<file path="config.mk">
export PLATFORM = sky130hd
export DESIGN_NAME = lpc_io_target
export DESIGN_NICKNAME = d
export VERILOG_FILES = /design/src/rtl/lpc_io_target.sv
export SDC_FILE = /design/constraint.sdc
export NUM_CORES = 1
export LEC_CHECK = 0
export ABC_AREA = 1
export ABC_CLOCK_PERIOD_IN_PS = 1820
export BUFFER_PORTS_ARGS = -buffer_cell sky130_fd_sc_hd__buf_2
export CORE_MARGIN = 1.5
export CORE_UTILIZATION = 54
export CTS_CLUSTER_SIZE = 28
export DETAILED_ROUTE_END_ITERATION = 12
export PLACE_DENSITY = 0.84
export SLEW_MARGIN = 15
export SYNTH_ARGS = -nofsm -noshare
export SYNTH_HDL_FRONTEND = slang
export SYNTH_SLANG_ARGS = --single-unit
</file>
<file path="constraint.sdc">
create_clock -name clk -period 1.82 [get_ports clk]
set_input_delay 0.091 -clock clk [delete_from_list [all_inputs] [get_ports clk]]
set_output_delay 0.091 -clock clk [all_outputs]
set_load 0.03 [all_outputs]
</file>
<file path="src/rtl/lpc_io_target.sv">
module lpc_io_target #(
  parameter logic [15:0] BASE_ADDR = 16'h0480,
  parameter int          WIN_BITS  = 4
) (
  input  logic                clk,
  input  logic                rst_n,
  input  logic                frame_n,
  input  logic [3:0]          lad_in,
  output logic [3:0]          lad_out,
  output logic                lad_oe,
  output logic [WIN_BITS-1:0] loc_addr,
  output logic [7:0]          loc_wdata,
  output logic                loc_wr,
  output logic                loc_rd,
  input  logic [7:0]          loc_rdata,
  input  logic                loc_ready
);

  localparam logic [3:0] NIB_START = 4'b0000;
  localparam logic [3:0] NIB_WAIT  = 4'b0110;
  localparam logic [3:0] NIB_OK    = 4'b0000;
  localparam logic [3:0] NIB_TAR   = 4'b1111;

  typedef enum logic [3:0] {
    S_IDLE, S_TYPE, S_ADDR, S_WDAT, S_HTAR, S_SWAIT, S_SOK, S_RDAT, S_TEND
  } st_t;

  st_t        state;
  logic [1:0] cnt;
  logic       is_wr;
  logic [11:0] addr_q;
  logic [7:0] wdat_q;
  logic [7:0] rdat_q;

  wire [15:0] addr_full = {addr_q, lad_in};
  wire        hit = (addr_full[15:WIN_BITS] == BASE_ADDR[15:WIN_BITS]);

  always_ff @(posedge clk) begin
    if (!rst_n) begin
      state  <= S_IDLE;
      cnt    <= '0;
      is_wr  <= 1'b0;
      addr_q <= '0;
      wdat_q <= '0;
      rdat_q <= '0;
    end else if (!frame_n) begin
      state <= (lad_in == NIB_START) ? S_TYPE : S_IDLE;
      cnt   <= '0;
    end else begin
      case (state)
        S_TYPE: begin
          cnt <= '0;
          if (lad_in[3:2] == 2'b00) begin
            is_wr <= lad_in[1];
            state <= S_ADDR;
          end else begin
            state <= S_IDLE;
          end
        end
        S_ADDR: begin
          addr_q <= addr_full[11:0];
          cnt    <= cnt + 2'd1;
          if (cnt == 2'd3) begin
            cnt   <= '0;
            state <= !hit ? S_IDLE : (is_wr ? S_WDAT : S_HTAR);
          end
        end
        S_WDAT: begin
          if (cnt == 2'd0) begin
            wdat_q[3:0] <= lad_in;
            cnt         <= 2'd1;
          end else begin
            wdat_q[7:4] <= lad_in;
            cnt         <= '0;
            state       <= S_HTAR;
          end
        end
        S_HTAR: begin
          cnt <= cnt + 2'd1;
          if (cnt == 2'd1) begin
            cnt   <= '0;
            state <= S_SWAIT;
          end
        end
        S_SWAIT: begin
          cnt <= 2'd1;
          if (loc_ready) begin
            rdat_q <= loc_rdata;
            cnt    <= '0;
            state  <= S_SOK;
          end
        end
        S_SOK: begin
          cnt   <= '0;
          state <= is_wr ? S_TEND : S_RDAT;
        end
        S_RDAT: begin
          cnt <= cnt + 2'd1;
          if (cnt == 2'd1) begin
            cnt   <= '0;
            state <= S_TEND;
          end
        end
        default: state <= S_IDLE;
      endcase
    end
  end

  assign lad_oe    = (state == S_SWAIT) || (state == S_SOK) ||
                     (state == S_RDAT)  || (state == S_TEND);
  assign loc_wr    = (state == S_HTAR) && (cnt == 2'd0) && is_wr;
  assign loc_rd    = (state == S_SWAIT) && (cnt == 2'd0) && !is_wr;
  assign loc_addr  = addr_q[WIN_BITS-1:0];
  assign loc_wdata = wdat_q;

  always_comb begin
    case (state)
      S_SWAIT: lad_out = NIB_WAIT;
      S_SOK:   lad_out = NIB_OK;
      S_RDAT:  lad_out = (cnt == 2'd0) ? rdat_q[3:0] : rdat_q[7:4];
      S_TEND:  lad_out = NIB_TAR;
      default: lad_out = 4'h0;
    endcase
  end


  frame_release_chk: assert property (@(posedge clk) disable iff (!rst_n)
    !frame_n |=> !lad_oe);


  wr_single_pulse_chk: assert property (@(posedge clk) disable iff (!rst_n)
    loc_wr |=> !loc_wr);


  rd_single_pulse_chk: assert property (@(posedge clk) disable iff (!rst_n)
    loc_rd |=> !loc_rd);


  first_drive_wait_chk: assert property (@(posedge clk) disable iff (!rst_n)
    $rose(lad_oe) |-> (lad_out == NIB_WAIT));


  ready_code_after_ready_chk: assert property (@(posedge clk) disable iff (!rst_n)
    (state == S_SOK) |-> $past(loc_ready));


  tar_then_release_chk: assert property (@(posedge clk) disable iff (!rst_n)
    (state == S_TEND) |=> !lad_oe);

endmodule

</file>
* Word level (Yosys, flattened, before mapping)
Index checks and enable logic that the tools add are counted.
** Operators by class
- $add $sub $neg :: 1
- Eq/ne operators :: 16
- Multiplexer cells :: 19
- Bitwise logic cells :: 1
- Reductions and logical operators :: 21
** Operator list (count)
- $mux W4 :: 8
- $pmux W4 S7 :: 1
- $eq A4 B3 Y1 const B :: 4
- $ne A3 B3 Y1 const B :: 5
- $eq A12 B7 Y1 const B :: 1
- $pmux W4 S3 :: 1
- $reduce_and A3 Y1 :: 4
- $pmux W2 S5 :: 1
- $eq A4 B2 Y1 const B :: 2
- $mux W2 :: 3
- $mux W3 :: 2
- $reduce_and A5 Y1 :: 1
- $reduce_bool A5 Y1 :: 1
- $eq A4 B1 Y1 const B :: 1
- $eq A4 B4 Y1 const B :: 1
- $logic_and A1 B1 Y1 :: 4
- $logic_not A2 Y1 :: 2
- $logic_not A4 Y1 :: 1
- $reduce_and A2 Y1 :: 2
- $reduce_or A2 Y1 :: 2
- $logic_or A1 B1 Y1 :: 3
- $mux W1 :: 3
- $add A2 B1 Y2 const B :: 1
- $eq A2 B1 Y1 const B :: 1
- other kinds (3) :: 3
** Storage, ports and cells
- Register bits after elaboration :: 35
- Input port bits :: 16
- Output and inout bits :: 19
- Word-level logic and storage cells :: 65

* Longest topological paths before layout
Gate-level depths: netlist of run 1.
- Word-level depth :: 5
- Depth in mapped cells :: 11
- Gate-level depth less buffers :: 11

* Least setup slack after synthesis of run 1
No wires, ideal clock.
- Path kind :: flip-flop to output port
- From :: reg cnt[0]
- To :: out lad_out[0]
- Data arrival time :: 1.761 ns
- Data required time :: 1.729 ns
- Slack :: -0.032 ns
- Cell stages (with the launch flop) :: 7
- Buffers on the path :: 1
- Path through :: dfxtp_1 > inv_1 > ha_1 > inv_1 > clkbuf_1 > o21ai_0 > o21ai_0
** On the way
- Cells in the longest elaborated chain, start to end :: 3
** RTL lines
- from (decl) :: line 29 : logic [1:0] cnt;
- from (signal assigned) :: line 62 : cnt <= cnt + 2'd1;
- from (signal assigned) :: line 79 : cnt <= cnt + 2'd1;
- from (signal assigned) :: line 98 : cnt <= cnt + 2'd1;
- $logic_not A2 Y1 :: line 120 : S_RDAT: lad_out = (cnt == 2'd0) ? rdat_q[3:0] : rdat_q[7:4];
- $mux W4 :: line 120
- $pmux W4 S3 :: line 117 : case (state)
- to (decl) :: line 9 : output logic [3:0] lad_out,
Every way passes these cells.

* Final worst setup path of run 1
- From :: reg cnt[1]
- To :: out lad_out[3]
Same word-level chain as after synthesis.

==> impl_results.md, run 1 <==
- Status: completed
- Placed Cells: approximately 330
- Setup TNS: 0 ns
- M2 GR Usage: between 30 and 40%
- CP startpoint kind: register
- Core area: roughly 3100 sq um
- Layout fillers: slightly below 300
- Largest net degree at the start of global routing: 30
- Slew headroom: between 70% and 80%
- Kind of critical path: register to output port
- Largest family of logic cells by synthesized area: simple AND/OR/NAND/NOR gates
- GPL Wtd Cong: between 0.9 and 1
- Pre-antenna DRT Iters: 5
- Area fraction in compound gates after synthesis: 20.8%
- H-tree depth: 2
- Antenna cell count: 0
- Seq/Total Area, Yosys: between 30 and 40%
- Simple-Gate Fraction of Synth Area: 23.8%
- Clock slew at reported path FFs: 0.11 ns
- Crit end category: output port
- Top_reg_cell synth: dfxtp_1
- Worst Path Max Fanout: 12
- CTS tree: yes
- Syn Inst Count: about 260
- Seq cells post-synth: 35
- Drt drc: 0
- Initial Util: a little under three fifths
- Area grow syn2layout: 15.1%
- RSZ-0062 raised after global routing: no
- Max Slew Vio Count: 0
- GRT Total Usage: approximately 22%
- Synth cell types: 26
- Final-report setup violation count: 0
- Max Clock Freq: 579 MHz
- Post-DRT Antenna Nets: 0
- GR Util met3: 6.61%
- Routed vias: 1689
- Leakage power: 0.920 nW
- Finished Layout Cells: around 340
- Hpwl dp: 2.75 mm
- Maximum vdd ir drop: approximately 0.73 mV
- Synth Area in XOR/XNOR: 0%
- First-pass GRT wire length: 5.98 mm
- Max Cap Violations: 0
- Final wirelength: between 3 and 4 mm
- Worst min path class: input port to register
- Minimum clock period: ~1.7 ns
- Num ports: 35
- Clk buf depth: 2
- Wire length per cell: about 11 um
- Area occupied by multi-input gates: 850 sq um
- Syn_area_per_cell: ~6.8 sq um
- Async SR Flop Fraction: 0%
- Mapped Nets: 281
- Via density: around 5.0
- Die span in y: approximately 61 um
- Clock skew: roughly 0.006 ns
- Worst EP arrival: 1.64 ns
- Mapped cell area: 1790 sq um
- Die ar.: around 3700 sq um
- YS warnings: 0
- Final Hold Fails: 0
- Clk_lat worst skew: 0.34 ns
- # rows: 20
- Most common cell after layout, fill and taps aside: inv_1
- Synth Area in Adders: 2.80%
- Inserted Clock Buffers: 5
- Total grt overflow: 0
- Root buf cell: clkbuf_4
- Vias in the first global route: 1398
- Mux share of post-synthesis cell area: 0%
- Most frequent cells in the layout: 41 x inv_1, 40 x nand2_1, 37 x a21oi_1, 34 x dfxtp_1, 34 x buf_2
- Required time of the critical path: 1.73 ns
- Initial antenna violation count: 0
- NumNets Final: 311
- Fin crit share: 94.9%
- Met1 Track Usage GR: between 20% and 30%
- P per Cell Area: 740 nW/um^2
- Post-synth EDFFs: 0
- Port bufs: 34
- Worst Max-Slew Pin Slew: ~0.45 ns
- Die W: 60.5 um
- Most crowded layer after global routing: met2
- # clock sinks: 35
- Setup bufs post-CTS: 0
- Register area: 702 sq um
- Initial DRC count: between 70 and 80
- Fraction of layout instances using a drive strength above 1: between 10% and 20%
layout make-up:
class	instances	area share [%]
repair buffers	35	8.64
flip-flops and latches	35	34.1
clock buffers	5	1.82
multi-input cells	170	41.3
clock inverters	3	3.28
inverters	44	8.15
well taps	44	2.68
Yosys cell counts (all sizes together) (2+ instances only):
library cell  count  share of area [%]
inv              44                9.2
nand2            43                 10
a21oi            37                 10
dfxtp            35                 39
o21ai            30                8.4
nor2             27                6.7
nand3            17                5.0
buf               7                2.9
clkbuf            5                1.3
nor3              5                1.4
ha                4                2.8
o211ai            2               0.84
worst max-delay path: stages (launching register included):
cell and delay [ns]:
dfxtp_1 0.39, inv_1 0.08, ha_1 0.23, inv_4 0.13, o21ai_0 0.10, o21ai_1 0.14
buf_2 0.22
power by group:
| group | internal [mW] | switching, mW | total [mW] |
|---|---|---|---|
| Clock | 0.427 | 0.263 | 0.690 |
| Sequential | 0.766 | 0.00114 | 0.768 |
| Combinational | 0.0218 | 0.0430 | 0.0647 |
flip-flops by register name, summed over array words and instances (netlist names):
register and flops:
loc_wdata 8, rdat_q 8, cnt 2, addr_q 12, state 4, is_wr 1
final timing paths:
path / from / end / slack (ns) / cells past startpoint
worst max-delay path: cnt[1] / lad_out[3] / 0.09 / 6
worst min-delay path: loc_rdata[1] / rdat_q[1] / 0.03 / 3
worst max register to register: state[1] / loc_wdata[4] / 0.20 / 5
worst min register to register: loc_wdata[7] / loc_wdata[7] / 0.45 / 2
metrics by stage:
step | area, sq um | utilization, % | hold slack (ns) | setup slack, ns | power (mW)
after CTS | 2050 | 66.1 | 0.0225 | 0.0175 | 1.53
after detailed placement | 1950 | 62.7 | 0.380 | 0.180 | 0.848
after global placement | 1950 | 62.7 | 0.374 | 0.261 | 0.847
after floorplan | 1790 | - | 0.255 | 0.186 | 0.821
final | 2060 | 66.3 | 0.0291 | 0.0933 | 1.52
after global routing | 2060 | 66.3 | 0.0366 | 0.00484 | 1.58
repair_timing:
action / 4_1_cts / 5_1_grt
hold buffers: 0 / 0
pin swaps: 0 / 0
resized for setup: 1 / 3
setup endpoints to repair: 4 / 4
cell families (layout without fill, tap and decap cells):
logic type,after synthesis,after routing
flops,35,35
buf+inv,56,87
fa+ha+maj,4,4
compound gates,72,72
simple gates,94,94
metal layers:
metal	vias up	part of all wire, %
met3	6	6.6
met1	735	47
met5	-	0
met4	0	1.8
met2	52	44
li1	896	-
(Power assumes the default switching activity.)
==> inputs of run 2 (changes only) <==
--- a/config.mk
+++ b/config.mk
@@ -9,10 +9,10 @@
 export ABC_CLOCK_PERIOD_IN_PS = 1820
 export BUFFER_PORTS_ARGS = -buffer_cell sky130_fd_sc_hd__buf_2
 export CORE_MARGIN = 1.5
-export CORE_UTILIZATION = 54
-export CTS_CLUSTER_SIZE = 28
+export CORE_UTILIZATION = 43
+export CTS_CLUSTER_SIZE = 24
 export DETAILED_ROUTE_END_ITERATION = 12
-export PLACE_DENSITY = 0.84
+export PLACE_DENSITY = 0.71
 export SLEW_MARGIN = 15
 export SYNTH_ARGS = -nofsm -noshare
 export SYNTH_HDL_FRONTEND = slang
==> constraint.sdc (replaced) <==
create_clock -name clk -period 1.82 [get_ports clk]
set_input_delay 0.364 -clock clk [delete_from_list [all_inputs] [get_ports clk]]
set_output_delay 0.364 -clock clk [all_outputs]
set_load 0.03 [all_outputs]
==> impl_results.md, run 2 (synthesized netlist as in run 1, its figures left out) <==
- Die span in y: 67.5 um (+11%)
- Final-report setup violation count: 0 (unchanged)
- Worst Path Max Fanout: 12 (unchanged)
- CP Cell Sequence: inv_2 -> ha_4 -> inv_8 -> o211ai_1 -> nand3_1 -> buf_4
- Max reg flops: 12 (unchanged)
- Clock network power share: 46.8% (+1.5 points)
- Hpwl dp: 2.91 mm (+5.5%)
- CTS tree: yes
- Leakage power: 0.980 nW (+6.5%)
- Maximum vdd ir drop: 0.381 mV (-47%)
- Required time of the critical path: 1.46 ns (-0.27 ns)
- Fin crit share: 96.9% (+2.0 points)
- Fraction of layout instances using a drive strength above 1: 26.1% (+7.3 points)
- Root buf cell: clkbuf_8
- Gate power share: 4.5% (+0.2 points)
- Sequential power share: 48.8% (-1.6 points)
- Critical path startpoint: cnt[0]
- Num ports: 35 (unchanged)
- Setup slack, reg-to-reg: 0.31 ns (+0.11 ns)
- Max Slew Vio Count: 0 (unchanged)
- Finished Layout Cells: 349 (+3.9%)
- Core area: 4000 sq um (+29%)
- Reg2reg path depth: 11 (+6)
- Critical Path Sink: lad_out[1]
- Drt drc: 0 (unchanged)
- Net Sw Power: 0.366 mW (+19%)
- H-tree depth: 2 (unchanged)
- Total grt overflow: 0 (unchanged)
- Initial antenna violation count: 0 (unchanged)
- RSZ-0062 raised after global routing: yes
- Initial DRC count: 75 (+4.2%)
- Post-DRT Antenna Nets: 0 (unchanged)
- Worst Max-Slew Pin Slew: 0.328 ns (-0.121 ns)
- Clock slew at reported path FFs: 0.08 ns (-0.03 ns)
- Wire length per cell: 11.9 um (+4.3%)
- Initial Util: 44.7% (-13 points)
- Most frequent cells in the layout: 38 x inv_1, 37 x nand2_1, 37 x a21oi_1, 31 x dfxtp_1, 28 x buf_2
- CP max-delay cell: dfxtp_2
- Reg with most FFs: addr_q
- Crit end category: output port
- First-pass GRT wire length: 6.51 mm (+8.9%)
- Inserted Clock Buffers: 5 (unchanged)
- Max incr delay on CP: 0.32 ns (-0.07 ns)
- Placed Cells: 337 (+2.7%)
- Final wirelength: 4.16 mm (+8.3%)
- Clk_lat worst skew: 0.30 ns (-0.04 ns)
- Max Cap Violations: 0 (unchanged)
- Overall power: 1.57 mW (+3.3%)
- Antenna cell count: 0 (unchanged)
- Area grow syn2layout: 23.4%
- Status: completed
- GPL Wtd Cong: 0.923 (-4.4%)
- Pre-antenna DRT Iters: 4 (-1)
- Kind of critical path: register to output port
- Most common cell after layout, fill and taps aside: inv_1
- Final Hold Fails: 0 (unchanged)
- Reg-to-reg startpoint: cnt[1]
- Largest net degree at the start of global routing: 25 (-17%)
- P_int: 1.21 mW (-0.69%)
- Worst EP arrival: 1.40 ns (-0.24 ns)
- Sw Ratio: 23.3% (+3.1 points)
- Routed vias: 1713 (+1.4%)
- Port bufs: 34 (unchanged)
- NumNets Final: 318 (+2.3%)
- Final Util: 55.1% (-11 points)
- Die ar.: 4550 sq um (+24%)
- Minimum clock period: 1.76 ns (+0.0361 ns)
- # clock sinks: 35 (unchanged)
- GRT Total Usage: 19.4% (-3.0 points)
- # rows: 23 (+15%)
- Die W: 67.5 um (+11%)
- Vias in the first global route: 1467 (+4.9%)
- Max Clock Freq: 567 MHz (-2.1%)
- P per Cell Area: 713 nW/um^2 (-3.6%)
- Via density: 4.91 (-2.4%)
- Worst r2r dst: state[0]
- Clk buf depth: 2 (unchanged)
- CP startpoint kind: register
- Clock skew: 0.00821 ns (+0.00221 ns)
- Setup TNS: 0 ns (unchanged)
- Worst min path class: input port to register
- Hold buffers post-CTS: 0 (unchanged)
- Slew headroom: 78.1% (+8.1 points)
run 2: cell types whose count changed in the layout (fill, tap and decap cells not counted), sizes merged:
cell	change
clkinvlp	-1
buf	+7
clkinv	+1
bufinv	-1
inv	+1
run 2: what timing repair did:
item                                    4_1_cts  5_1_grt
setup buffers                                 0        4
resized for setup                            17       15
pin swaps                                     0        1
endpoints found under the setup margin        7        7
run 2: metal layers:
layer / track usage, % / vias to the layer above / routed length, um
met4: 9.95 / 0 / 119
li1: - / 910 / -
met3: 5.00 / 10 / 206
met5: 0 / - / 0
met2: 30.1 / 41 / 1980
met1: 24.7 / 752 / 1860
run 2: power by group through the flow:
stage	registers, mW	logic, mW	clock network (mW)
2_1_floorplan	0.785	0.0367	0
3_3_place_gp	0.785	0.0674	0
3_5_place_dp	0.785	0.0676	0
4_1_cts	0.767	0.0686	0.755
5_1_grt	0.767	0.0790	0.782
6_report	0.767	0.0700	0.735
run 2: stage by stage:
stage	hold slack, ns	setup slack (ns)	area [sq um]
global placement	0.429	0.157	1980
detailed placement	0.436	0.0929	1980
CTS	0.342	-0.000362	2140
global route	0.355	-0.0332	2200
finish	0.346	0.0572	2200
floorplan	0.421	-0.0674	1790
run 2: critical path: cells and delay by family (launching register included):
kind | cells | cell delay, ns
flip-flops | 1 | 0.32
buffers and inverters | 3 | 0.31
AO/OA/AOI/OAI | 1 | 0.18
adder cells (fa/ha/maj) | 1 | 0.17
AND/OR/NAND/NOR | 1 | 0.11
run 2: layout make-up:
type | instances | area [sq um]
flip-flops and latches | 35 | 706
clock buffers | 5 | 68.8
repair buffers | 42 | 253
fillers | 391 | 1800
well taps | 50 | 62.6
clock inverters | 3 | 47.5
inverters | 44 | 173
multi-input cells | 170 | 895
run 2: how the worst min path moves through the flow:
stage,startpoint,to,slack (ns),cells past startpoint
after floorplan,rdat_q[0],rdat_q[0],0.42,2
after global placement,loc_wdata[5],loc_wdata[5],0.43,2
after detailed placement,loc_wdata[4],loc_wdata[4],0.44,2
after CTS,loc_rdata[4],rdat_q[4],0.34,3
after global routing,loc_rdata[4],rdat_q[4],0.36,3
final,loc_rdata[4],rdat_q[4],0.35,3
==> inputs of run 3 (changes only) <==
--- a/config.mk
+++ b/config.mk
@@ -8,6 +8,7 @@
 export ABC_AREA = 1
 export ABC_CLOCK_PERIOD_IN_PS = 1820
 export BUFFER_PORTS_ARGS = -buffer_cell sky130_fd_sc_hd__buf_2
+export CORE_ASPECT_RATIO = 1.75
 export CORE_MARGIN = 1.5
 export CORE_UTILIZATION = 43
 export CTS_CLUSTER_SIZE = 24
==> impl_results.md, run 3 (synthesized netlist as in run 1, its figures left out) <==
- Clock slew at reported path FFs: 0.07 ns (about the same)
- CP startpoint kind: register
- Reg with most FFs: addr_q
- Hpwl dp: 3.15 mm (+8.5%)
- GPL Wtd Cong: 0.848 (-8.1%)
- Drt drc: 0 (unchanged)
- Worst Path Max Fanout: 6 (-6)
- GRT Total Usage: 21.3% (+1.9 points)
- Routed vias: 1763 (+2.9%)
- CP Cell Sequence: nor2_2 -> nand3_2 -> o21ai_0 -> buf_2
- Via density: 5.11 (+4.1%)
- Required time of the critical path: 1.46 ns (about the same)
- Die W: 51.7 um (-23%)
- Clk buf depth: 2 (unchanged)
- Clk_lat worst skew: 0.28 ns (-0.02 ns)
- Final Util: 54.4% (-0.67 points)
- Placed Area: 1970 sq um (-0.50%)
- Final wirelength: 4.42 mm (+6.2%)
- First-pass GRT wire length: 7.07 mm (+8.5%)
- Initial DRC count: 41 (-45%)
- Num ports: 35 (unchanged)
- Die span in y: 88.3 um (+31%)
- Maximum vdd ir drop: 0.484 mV (+27%)
- Core area: 3940 sq um (-1.5%)
- Layout fillers: 393 (+0.51%)
- Worst Max-Slew Pin Slew: 0.321 ns (-0.00714 ns)
- Wire length per cell: 12.8 um (+7.4%)
- Minimum clock period: 1.74 ns (-0.0217 ns)
- Initial antenna violation count: 0 (unchanged)
- Post-DRT Antenna Nets: 0 (unchanged)
- Max reg flops: 12 (unchanged)
- Most common cell after layout, fill and taps aside: inv_1
- Largest net degree at the start of global routing: 25 (unchanged)
- Most frequent cells in the layout: 38 x inv_1, 37 x nand2_1, 37 x a21oi_1, 31 x dfxtp_1, 29 x buf_2
- Final Hold Fails: 0 (unchanged)
- Pre-antenna DRT Iters: 4 (unchanged)
- P per Cell Area: 637 nW/um^2 (-11%)
- Kind of critical path: register to output port
- # clock sinks: 35 (unchanged)
- H-tree depth: 2 (unchanged)
- Design area: 2150 sq um (-2.7%)
- Leakage power: 0.954 nW (-2.6%)
- Area grow syn2layout: 20.1%
- Fin crit share: 95.7% (-1.2 points)
- Total grt overflow: 0 (unchanged)
- Crit end category: output port
- Inserted Clock Buffers: 5 (unchanged)
- Max Slew Vio Count: 0 (unchanged)
- Clock skew: 0.00442 ns (-0.00379 ns)
- Worst min path class: input port to register
- NumNets Final: 316 (-0.63%)
- Max Cap Violations: 0 (unchanged)
- Hold buffers post-CTS: 0 (unchanged)
- Setup TNS: 0 ns (unchanged)
- CP max-delay cell: dfxtp_2
- Fraction of layout instances using a drive strength above 1: 24.9% (-1.2 points)
- Max incr delay on CP: 0.37 ns (+0.05 ns)
- Max Clock Freq: 574 MHz (+1.2%)
- Final-report setup violation count: 0 (unchanged)
- Port bufs: 34 (unchanged)
- Antenna cell count: 0 (unchanged)
- Slew headroom: 78.6% (+0.48 points)
- # rows: 30 (+30%)
- Status: completed
- CTS tree: yes
- Worst EP arrival: 1.38 ns (-0.02 ns)
- Die ar.: 4570 sq um (+0.33%)
- Initial Util: 45.3% (+0.67 points)
- Root buf cell: clkbuf_8
- Vias in the first global route: 1608 (+9.6%)
## run 3: path summary, 6_finish.rpt
kind,from,end,slack (ns),cells past startpoint
setup reg to reg,state[3],state[2],0.22,11
hold / removal,loc_rdata[3],rdat_q[3],0.35,3
hold reg to reg,addr_q[11],addr_q[11],0.44,2
setup / recovery,state[0],lad_oe,0.08,4
## run 3: layout make-up
cell class                      instances  area (sq um)  share of cell area [%]
Multi-Input combinational cell        170           895                    41.7
Clock buffer                            7          76.3                    3.56
Tap cell                               48          60.1                    2.80
Inverter                               44           173                    8.05
Clock inverter                          1          5.00                   0.233
Timing Repair Buffer                   40           231                    10.8
Sequential cell                        35           706                    32.9
## run 3: worst max-delay path, delay by kind of cell, from the launching register on
kind,cells,cell delay [ns]
flops,1,0.37
simple gates,2,0.35
compound gates,1,0.14
buf+inv,1,0.23
## run 3: power breakdown
| part | total [mW] | internal (mW) | switching, mW | leakage, nW |
|---|---|---|---|---|
| Combinational | 0.0691 | 0.0239 | 0.0452 | 0.628 |
| Sequential | 0.768 | 0.767 | 0.00134 | 0.284 |
| Clock | 0.529 | 0.268 | 0.261 | 0.0422 |
| Total | 1.37 | 1.06 | 0.307 | 0.954 |
## run 3: metal layers
layer  global-route usage [%]  up-vias  part of all wire [%]
met2                     36.9       56                    53
met3                     5.74       14                   4.2
li1                         -      906                     -
met4                     14.1        0                   4.0
met5                        0        -                     0
met1                     21.9      787                    39
## run 3: timing repair
action | 4_1_cts | 5_1_grt
resized for setup | 11 | 17
setup buffers | 0 | 3
pin swaps | 0 | 0
endpoints found under the setup margin | 7 | 8
## run 3: metrics by stage
step / setup WS, ns / hold slack (ns) / total power, mW / cells
final: 0.0789 / 0.352 / 1.37 / 345
after global routing: -0.0256 / 0.363 / 1.43 / 345
after CTS: 0.00974 / 0.348 / 1.38 / 342
after detailed placement: 0.109 / 0.433 / 0.852 / 334
after global placement: 0.154 / 0.430 / 0.852 / 334
after floorplan: -0.0674 / 0.421 / 0.822 / 261
